`src/rtl/crc16_stream.sv`:
```
module crc16_stream #(
  parameter logic [15:0] POLY_REV = 16'h8408,
  parameter logic [15:0] SEED     = 16'hFFFF,
  parameter logic [15:0] XOROUT   = 16'hFFFF,
  parameter logic [15:0] RESIDUE  = 16'h0F47
) (
  input  logic       clk,
  input  logic       rst_n,
  input  logic       mode_check,
  input  logic       in_valid,
  input  logic [7:0] in_data,
  input  logic       in_last,
  output logic       out_valid,
  output logic [7:0] out_data,
  output logic       out_last,
  output logic       frame_ok,
  output logic       frame_err
);

  function automatic logic [15:0] byte_step(input logic [15:0] c, input logic [7:0] d);
    logic [15:0] r;
    r = c ^ {8'h00, d};
    for (int i = 0; i < 8; i++)
      r = r[0] ? ((r >> 1) ^ POLY_REV) : (r >> 1);
    return r;
  endfunction

  logic [15:0] rem, hold;
  logic        fresh;
  logic [1:0]  left;

  wire [15:0] seed_now = fresh ? SEED : rem;
  wire [15:0] rem_next = byte_step(seed_now, in_data);
  wire [15:0] fin      = rem_next ^ XOROUT;
  wire        at_end   = in_valid & in_last;

  always_ff @(posedge clk or negedge rst_n) begin
    if (!rst_n) begin
      rem       <= SEED;
      fresh     <= 1'b1;
      hold      <= '0;
      left      <= '0;
      frame_ok  <= 1'b0;
      frame_err <= 1'b0;
    end else begin
      if (in_valid) begin
        rem   <= rem_next;
        fresh <= in_last;
      end
      frame_ok  <= at_end & mode_check & (fin == RESIDUE);
      frame_err <= at_end & mode_check & (fin != RESIDUE);
      if (at_end && !mode_check) begin
        hold <= fin;
        left <= 2'd2;
      end else if (left != 2'd0) begin
        left <= left - 2'd1;
      end
    end
  end

  assign out_valid = (left != 2'd0);
  assign out_last  = (left == 2'd1);
  assign out_data  = (left == 2'd2) ? hold[7:0] : hold[15:8];

  a_r5_exclusive: assert property (@(posedge clk) disable iff (!rst_n)
    !(frame_ok && frame_err));
  a_r4_pulse_cause: assert property (@(posedge clk) disable iff (!rst_n)
    (frame_ok || frame_err) |-> $past(at_end && mode_check));
  a_r3_first_byte: assert property (@(posedge clk) disable iff (!rst_n)
    (at_end && !mode_check) |=> (out_valid && !out_last));
  a_r3_second_byte: assert property (@(posedge clk) disable iff (!rst_n)
    (out_valid && !out_last && !(at_end && !mode_check)) |=> (out_valid && out_last));
  a_r7_idle_quiet: assert property (@(posedge clk) disable iff (!rst_n)
    !in_valid |=> (!frame_ok && !frame_err));

endmodule

```
`config.mk`:
```
export PLATFORM = sky130hd
export DESIGN_NAME = crc16_stream
export DESIGN_NICKNAME = d
export VERILOG_FILES = /design/src/rtl/crc16_stream.sv
export SDC_FILE = /design/constraint.sdc
export NUM_CORES = 1
export LEC_CHECK = 0
export ABC_AREA = 1
export BUFFER_PORTS_ARGS = -buffer_cell sky130_fd_sc_hd__buf_2
export CORE_MARGIN = 2
export CORE_UTILIZATION = 51
export DETAILED_ROUTE_END_ITERATION = 10
export GPL_TIMING_DRIVEN = 0
export PLACE_DENSITY = 0.71
export SLEW_MARGIN = 20
export SYNTH_ARGS = -nofsm -noshare
export SYNTH_HDL_FRONTEND = slang
export SYNTH_SLANG_ARGS = --single-unit
```
`constraint.sdc`:
```
create_clock -name clk -period 3.32 [get_ports clk]
set_input_delay 0.498 -clock clk [delete_from_list [all_inputs] [get_ports clk]]
set_output_delay 0.498 -clock clk [all_outputs]
set_load 0.02 [all_outputs]
```
======== After elaboration in Yosys (flattened, before gate mapping) ========
Cells that the tools add are included.
word-level totals
  latch bits .............................. 0
  RAM bits ................................ 0
  memories ................................ 0
  output and inout port bits .............. 12
  ROM bits ................................ 0
  flip-flop bits (word level) ............. 37
operators by class
  div/mod/pow operators ................... 0
  mux-type cells .......................... 12
  bitwise operators ....................... 14
  magnitude comparators ................... 0
  add/subtract/negate cells ............... 1
  shifts and indexed selects .............. 0
  reduce and logical (&&, ||, !) cells .... 4
  equality and inequality tests ........... 4
  $mul .................................... 0
operator list
  operator                                                  number
  two-way mux 16 bit                                        9
  NOT 2 -> 3 bit                                            8
  == test 16 x 12 -> 1 bit (second input constant)          1
  inequality test 16 x 12 -> 1 bit (second input constant)  1
  NOT 16 bit                                                1
  bitwise XOR 16 x 8 -> 16 bit                              1
  two-way mux 8 bit                                         1
  AND 1 bit                                                 4
  two-way mux 2 bit                                         2
  nonzero test 2 bit                                        2
  == test 2 x 1 -> 1 bit (second input constant)            1
  == test 2 bit (second input constant)                     1
  subtractor 2 x 1 -> 2 bit (second input constant)         1
  logical AND 1 bit                                         1
  zero test 1 bit                                           1

======== Longest topological paths before layout ========
Gate-level depths: netlist (run 1).
  word-level depth ........................ 21
  mapped depth ............................ 13

======== Worst setup path after synthesis (run 1) ========
No wires, ideal clock.
  kind .................................... register to output
  start point ............................. register left[0]
  end point ............................... output port out_data[0]
  arrival time ............................ 1.298 ns
  setup slack ............................. 1.524 ns
  path buffers ............................ 1
  stages on the path, launching flop included .. 5
  cells stage by stage .................... dfrtp_1 -> inv_1 -> ha_1 -> clkbuf_1 -> mux2_2
on the way
  longest elaborated chain between the ends .. 2
ends and longest elaborated chain
  what                      line  text
  start: declaration        30    logic [1:0] left;
  start signal: assignment  56    left <= left - 2'd1;
  == test 2 bit             63    assign out_data = (left == 2'd2) ? hold[7:0] : hold[15:8];
  two-way mux 8 bit         63
  end: declaration          14    output logic [7:0] out_data,
No other way between the ends.

======== Worst setup path in the final report (run 1) ========
  start point ............................. register left[0]
  end point ............................... output port out_data[3]
Same word-level chain as after synthesis.

==> results.cfg, run 1 <==
[die]
rows = 23
placeableCoreArea_mm2 = 0.00400
die_w_um = 68.4
die_area_mm2 = 0.00468
die_h_um = 68.4
initial_utilization_pct = 52.9
ios = 25

[critical_path]
worst-r2r-setup-slack_ps = 1450
startpoint_type = register
critPathMaxFanout = 8
reg2reg_to = frame_err
crit_arrival_ps = 1870
setup.worst_path.start = left[0]
reg2reg_from = fresh
cp-end-kind = output pin
crit_end = out_data[3]
r2r_cells = 12
cp.required_ps = 2820
critPathKind = reg -> out

[global_routing]
grt_max_degree = 38
grt_pass1_vias = 1792
antenna_found_initial = 0
grt_pass1_wl_mm = 8.12
grt_use_total_pct = 24.0
grt_overflow = 0

[timing]
setup_viol = 0
fin_crit_ps = 2370
fmax_mhz = 422
worstMarginPinSlew_ps = 823
max_slew_margin_pct = 45.2
skew_ps = 8.58
tns_ps = 0
grt_setup_unrepaired = false
final_max_slew_viol_count = 0
finalCritPeriodShare_pct = 71.3
finalHoldViolCount = 0

[drt]
drc = 0
num_vias = 1930
ant_nets = 0
vias_per_cell = 5.13
dr.pass1.iters = 4
drt_iter0_drc = 151
post_drt_wl_per_cell_um = 13.0
routed_wl_mm = 4.88

[clocking]
cts.sinks = 37
clockRootBuffer = clkbuf_8
postCtsSetupBuffers = 0
cts_max_level = 2
clkLatencyLatePin_ps = 290
cts_buffer_depth = 2
ctsResizeCount = 0
cts_tree = done
cts_hold_buf = 0
path_clk_slew_ps = 80
cts_buffers = 5

[logic_synthesis]
seq_area_frac_synth_pct = 44.8
synth_nets = 311
syn_inst = 295
synthDistinctLibCells = 19
synth_area_mm2 = 0.00212
avgSynthCellArea_um2 = 7.17
yosysWarnings = 0
ys_ff_latch = 37

[run_status]
status = complete, no violations

[place]
place.gp.congestion = 0.837
placed_area_mm2 = 0.00229
portBuffers = 23
hpwl_mm = 3.71

[power_and_ir_drop]
ir_drop_mv = 0.280
power_density_mw_per_mm2 = 722
power_mw = 1.73
leakage_nw = 1.23

[layout]
nNetsFinal = 341
layout-drive-gt1-share_pct = 19.6
fin_area_mm2 = 0.00240
area_growth_pct = 13.5
final_common_cell = nand2_1
final_cell_mix = 113 x nand2_1, 44 x nor2_1, 30 x o21ai_0
num_antenna_cells = 0
final_util_pct = 60.0

[min_path]
hold_class = in -> async

[run]
cap_violations = 0
## per-layer routing
metal	share of wire, %	wire length [µm]	track usage (%)	vias up
li1	-	-	-	1000
met1	47	2300	31.0	895
met2	49	2370	41.0	29
met3	3.0	144	3.95	6
met4	1.3	62	7.50	0
met5	0	0	0	-
## where the power goes
group          switching (mW)  internal, mW
registers              0.0705         0.599
logic                   0.434         0.248
clock network           0.159         0.223
total                   0.664          1.07
## per-stage QoR
stage,hold WS (ps),setup slack (ps),std cells
5_1_grt,378,824,376
3_5_place_dp,473,1240,368
3_3_place_gp,464,1270,368
6_report,297,952,376
2_1_floorplan,202,1520,295
4_1_cts,325,918,376
## worst min-delay path by stage
stage | startpoint | cells after the start | end
6_report | rst_n | 1 | hold[8]
4_1_cts | rst_n | 1 | hold[8]
3_3_place_gp | hold[15] | 2 | hold[15]
3_5_place_dp | hold[15] | 2 | hold[15]
2_1_floorplan | rst_n | 0 | frame_err
5_1_grt | rst_n | 1 | left[1]
## synthesized netlist by cell type
| master | count | area share, % |
|---|---|---|
| buf_2 | 2 | 0.47 |
| nand3_2 | 1 | 0.47 |
| o21ai_0 | 30 | 7.1 |
| ha_1 | 3 | 1.8 |
| clkbuf_1 | 5 | 0.89 |
| nor3_2 | 1 | 0.47 |
| a31oi_1 | 10 | 3.0 |
| buf_6 | 2 | 1.1 |
| nor3_1 | 2 | 0.47 |
| o21ai_1 | 6 | 1.4 |
| dfstp_2 | 17 | 21 |
| inv_1 | 23 | 4.1 |
| nor2_2 | 2 | 0.59 |
| dfrtp_1 | 20 | 24 |
| nand2_1 | 113 | 20 |
| inv_2 | 1 | 0.18 |
| mux2_2 | 8 | 4.3 |
| nor2_1 | 44 | 7.8 |
| nand3_1 | 5 | 1.2 |
## flip-flops by register name, indices dropped and copies added (netlist names)
register	cells
hold	16
frame_err	1
left	2
frame_ok	1
fresh	1
rem	16
## kinds of logic (layout without fill, tap and decap cells)
logic type,after synthesis,in the layout,synth area share (%)
fa+ha+maj,3,3,1.77
buf+inv,33,64,6.68
compound gates,46,46,11.5
simple gates,168,168,31.0
mux,8,8,4.26
flops,37,37,44.8
## area by class of cell
cell class              instances  area [µm²]
fillers                       377        1600
multi-input cells             225        1030
flip-flops and latches         37         947
repair buffers                 23         115
inverters                      24        90.1
clock buffers                   6        72.6
well taps                      50        62.6
plain buffers                   9        51.3
clock inverters                 2        35.0
## critical path, stage by stage, from the launching register on
cell	delay, ps
dfrtp_1	400
inv_1	100
ha_1	140
clkbuf_1	370
mux2_2	400
buf_2	160
(Power assumes the default switching activity.)
==> run 2: changes to the inputs <==
- ABC_AREA: 1 -> 0
- PLACE_DENSITY: 0.71 -> 0.73
- clock period: 3.32 -> 2 ns (I/O delays scaled with it)
==> run 2 against run 1 <==
  * The flow now finishes with violations (negative setup slack)
  * Total power rose to 3.0 times the previous value
  * First-iteration DRC count fell by 3.3%
  * Synthesized cell count fell by 12%
  * Critical path type is now reg -> reg
  * Non-clock buffer count rose by 15
  * Register-to-register slack got worse by 1500 ps
  * Combinational power rose to 4.2 times the previous value
  * Critical endpoint is now frame_err
==> results.cfg, run 2 <==
[run_status]
status = finished with violations
violations = negative setup slack

[critical_path]
reg2reg_from = rem[7]
cp.required_ps = 2190
cp-end-kind = register
critPathMaxFanout = 4
reg2reg_to = frame_err
critPathKind = reg -> reg
worst-r2r-setup-slack_ps = -10
crit_arrival_ps = 2200
startpoint_type = register
r2r_cells = 6

[drt]
routed_wl_mm = 5.81
vias_per_cell = 5.59
num_vias = 2013
drt_iter0_drc = 146
post_drt_wl_per_cell_um = 16.2
ant_nets = 0
drc = 0
dr.pass1.iters = 4

[logic_synthesis]
synth-async-reset-ratio_pct = 100
synthDistinctLibCells = 48
synth_top_flop_cell = dfrtp_1
synth_area_leaders = dfrtp_1 20%, dfstp_2 18%, mux2_2 12%, xnor2_1 8.7%, o21ai_0 3.6%
synth_area_mm2 = 0.00251
synth_top_area_cell = dfrtp_1
syn_inst = 260
yosys-top-cells-count = 26 x mux2_2, 25 x xnor2_1, 24 x nor2_1
yosysMostFrequentCell = mux2_2
synth_nets = 276
seq_area_frac_synth_pct = 37.7
ys_ff_latch = 37
yosysWarnings = 0
avgSynthCellArea_um2 = 9.66
synth_edf_count = 0
yosysTopAreaCellShare_pct = 19.9

[power_and_ir_drop]
ir_drop_mv = 0.833
p_comb_share_pct = 54.8
power_frac_seq_pct = 30.2
p_switching_mw = 2.05
power_frac_clock_pct = 15.0
p_int_mw = 3.14
leakage_nw = 1.27
switching_share_pct = 39.5
power_density_mw_per_mm2 = 1750

[layout]
fill_cells = 392
final_cell_mix = 26 x mux2_2, 24 x buf_2, 24 x nor2_1
layout-drive-gt1-share_pct = 36.5
final_common_cell = mux2_2
num_antenna_cells = 0
final_util_pct = 62.9
area_growth_pct = 18.2
largestRegisters = hold (16), rem (16), left (2)
nNetsFinal = 308

[die]
rows = 25
die_h_um = 74.2
ios = 25
die_w_um = 74.2
placeableCoreArea_mm2 = 0.00472
initial_utilization_pct = 53.2
die_area_mm2 = 0.00550

[clocking]
cts_buffers = 5
cts.sinks = 37
clkLatencyLatePin_ps = 300
cts_buffer_depth = 2
cts_max_level = 2
cts_tree = done
path_clk_slew_ps = 80
clockRootBuffer = clkbuf_8
cts_hold_buf = 0

[place]
hpwl_mm = 3.88
portBuffers = 19
place.gp.congestion = 0.876
pre_cts_slack_ps = -200

[timing]
finalCritPeriodShare_pct = 101
max_slew_margin_pct = 44.9
grt_setup_unrepaired = true
final_max_slew_viol_count = 0
fmax_mhz = 497
worstMarginPinSlew_ps = 826
skew_ps = 9.95
fin_crit_ps = 2010
setup_viol = 1
hold_ws_ps = 94.6
fin_ws_ps = -11.3
finalHoldViolCount = 0

[global_routing]
grt_max_degree = 38
grt_pass1_wl_mm = 9.29
grt_overflow = 0
grt_pass1_vias = 1819
antenna_found_initial = 0
grt_use_total_pct = 22.9

[min_path]
hold_class = in -> async

[run]
cap_violations = 0
## run 2: worst max-delay path by stage
stage	startpoint	endpoint	slack [ps]	cells past startpoint
detailed placement	fresh	frame_err	-200	7
global placement	rem[5]	frame_err	-210	6
global route	fresh	frame_err	-140	7
finish	rem[7]	frame_err	-10	6
floorplan	rem[3]	frame_err	60	7
CTS	fresh	rem[9]	6	5
## run 2: layout make-up
type                    count  area [µm²]  share of cell area (%)
flip-flops and latches     37         947                    31.9
well taps                  67        83.8                    2.82
multi-input cells         197        1520                    51.0
repair buffers             31         185                    6.23
plain buffers              16        88.8                    2.99
inverters                   4        16.3                   0.548
clock inverters             3        65.1                    2.19
clock buffers               5        68.8                    2.32
## run 2: cell families after synthesis
logic type / after synthesis / share of synthesized area [%]
AOI/OAI and AO/OA: 44 / 10.6
xor gates and xnor gates: 37 / 14.0
adders and majority gates: 3 / 1.49
buffers and inverters: 26 / 5.38
DFF: 37 / 37.7
muxes: 29 / 12.8
and+or+nand+nor: 84 / 18.0
## run 2: per-stage QoR
step | total power, mW | instances | instance area, µm² | TNS, ps
after global routing | 5.58 | 360 | 2970 | -160
final | 5.18 | 360 | 2970 | -11.3
after floorplan | 3.45 | 260 | 2510 | 0
after detailed placement | 4.03 | 346 | 2690 | -543
after global placement | 3.98 | 346 | 2690 | -580
after CTS | 4.98 | 353 | 2860 | 0
## run 2: per-layer routing
metal | up-vias | wire [µm] | GRT usage (%)
li1 | 963 | - | -
met1 | 976 | 2630 | 31.2
met4 | 0 | 125 | 8.89
met2 | 63 | 2730 | 35.5
met5 | - | 0 | 0
met3 | 11 | 323 | 5.15
## run 2: power by group through the flow
stage / registers, mW / clock network [mW] / logic (mW)
CTS: 1.55 / 0.797 / 2.64
detailed placement: 1.46 / 0 / 2.58
finish: 1.56 / 0.777 / 2.84
floorplan: 1.39 / 0 / 2.06
global route: 1.62 / 0.842 / 3.12
global placement: 1.44 / 0 / 2.54
## run 2: repair_timing
item	4_1_cts	5_1_grt
setup endpoints to repair	13	17
setup buffers	5	7
resized for setup	8	7
endpoints found under the hold margin	0	0
pin swaps	6	2
## run 2: critical path, stage by stage (launching register included)
cell and delay (ps):
dfstp_2 600, xnor2_1 180, nor3_1 140, o31a_1 310, nor4b_2 290, nor3_2 90
o31a_1 280
==> run 3: changes to the inputs <==
- PLACE_DENSITY: 0.73 -> 0.7
- clock period: 2 -> 2.2 ns (I/O delays scaled with it)
==> run 3 against run 2 <==
  * The flow now finishes without violations
  * Final area down 3.9%
  * Total power decreased by 15%
  * Core utilization is 2.5 points lower
  * Largest power group unchanged
  * Non-clock buffer count decreased by 7
  * Critical endpoint unchanged
  * Combinational power is 13% lower
==> results.cfg, run 3 (synthesis gave the netlist of run 2 again) <==
[die]
die_w_um = 74.2
initial_utilization_pct = 53.2
ios = 25
die_h_um = 74.2
die_area_mm2 = 0.00550
rows = 25
placeableCoreArea_mm2 = 0.00472

[layout]
num_antenna_cells = 0
final_util_pct = 60.4
layout-drive-gt1-share_pct = 33.2
fin_area_mm2 = 0.00285
nNetsFinal = 301
fill_cells = 384
final_cell_mix = 26 x mux2_2, 26 x buf_2, 24 x nor2_1
largestRegisters = hold (16), rem (16), left (2)
area_growth_pct = 13.6

[critical_path]
crit_path_top_delay_cell = dfstp_2
critPathKind = reg -> reg
path_cells = xnor2_2 > mux2i_1 > xor2_1 > and3_1 > nand4_1 > o31a_1
critPathMaxFanout = 6
startpoint_type = register
path_buf_inv = 0
slowest_delay_ps = 630
cp-end-kind = register
r2r_cells = 6
cp.required_ps = 2390
crit_arrival_ps = 2310
crit_family = flip-flops
cp.depth = 6

[power_and_ir_drop]
power_frac_clock_pct = 13.6
leakage_nw = 1.22
ir_drop_mv = 0.682
power_mw = 4.42
p_switching_mw = 1.81
p_int_mw = 2.61
power_frac_seq_pct = 30.7
p_comb_share_pct = 55.6
power_density_mw_per_mm2 = 1550
switching_share_pct = 41.0

[clocking]
cts_tree = done
cts.sinks = 37
clockRootBuffer = clkbuf_8
cts_buffers = 5
cts_max_level = 2
path_clk_slew_ps = 80
cts_hold_buf = 0
clkLatencyLatePin_ps = 300
cts_buffer_depth = 2

[global_routing]
use_met2_pct = 37.7
grtUsageMet1_pct = 30.7
antenna_found_initial = 0
grt_use_met3_pct = 3.66
grt_pass1_vias = 1908
grt-busiest-layer = met2
grt_use_total_pct = 22.8
grt_max_degree = 38
grt_pass1_wl_mm = 9.36
grt_overflow = 0

[drt]
post_drt_wl_per_cell_um = 16.3
drt_iter0_drc = 96
routed_wl_mm = 5.75
drc = 0
num_vias = 1898
ant_nets = 0
dr.pass1.iters = 4
vias_per_cell = 5.38

[timing]
setup_viol = 0
fmax_mhz = 471
skew_ps = 4.44
worstMarginPinSlew_ps = 795
hold_ws_ps = 113
finalCritPeriodShare_pct = 96.6
fin_crit_ps = 2120
tns_ps = 0
max_slew_margin_pct = 47.0
finalHoldViolCount = 0
final_max_slew_viol_count = 0

[min_path]
hold_class = in -> async

[run]
cap_violations = 0

[place]
placed_area_mm2 = 0.00269
place.gp.congestion = 0.832
hpwl_mm = 4.01
portBuffers = 19

[run_status]
status = complete, no violations
## run 3: cell type report
cell class / instances / area [µm²] / share of cell area, %
sequential: 37 / 947 / 33.2
timing repair buffer: 21 / 110 / 3.86
clock buffer: 6 / 72.6 / 2.54
buffer: 19 / 106 / 3.73
multi-input combinational: 197 / 1480 / 51.8
clock inverter: 2 / 38.8 / 1.36
tap: 67 / 83.8 / 2.94
inverter: 4 / 16.3 / 0.570
## run 3: power by group through the flow
stage	combinational [mW]	clock [mW]	sequential [mW]
floorplan	1.88	0	1.26
global route	2.68	0.639	1.41
finish	2.46	0.602	1.36
detailed placement	2.36	0	1.32
global placement	2.31	0	1.31
CTS	2.45	0.606	1.32
## run 3: final timing paths
path / to / slack [ps] / from
worst min-delay path: left[1] / 110 / rst_n
min in group clk: fresh / 280 / in_last
worst max register to register: frame_err / 80 / rem[0]
max in group asynchronous: frame_err / 1590 / rst_n
worst max-delay path: frame_err / 80 / rem[0]
worst min register to register: hold[3] / 480 / hold[3]
## run 3: routing by layer
| layer | part of all wire, % | up-vias | wire length [µm] |
|---|---|---|---|
| met5 | 0 | - | 0 |
| met4 | 1.3 | 0 | 73 |
| met3 | 3.1 | 7 | 181 |
| met2 | 49 | 31 | 2800 |
| met1 | 47 | 905 | 2690 |
| li1 | - | 955 | - |
## run 3: worst reg2reg max path: stages (launching register included)
cell	delay, ps
dfstp_2	630
xnor2_2	170
mux2i_1	260
xor2_1	240
and3_1	200
nand4_1	210
o31a_1	300
## run 3: stage by stage
stage | worst slack [ps] | cells
after CTS | 5.48 | 355
after detailed placement | -97.2 | 346
after global placement | -42.4 | 346
after floorplan | 262 | 260
after global routing | -0.907 | 353
final | 75.4 | 353
## run 3: what timing repair did
item,CTS,global route
setup endpoints to repair,10,3
buffers inserted,2,0
pin swaps,0,4
resized for setup,4,6
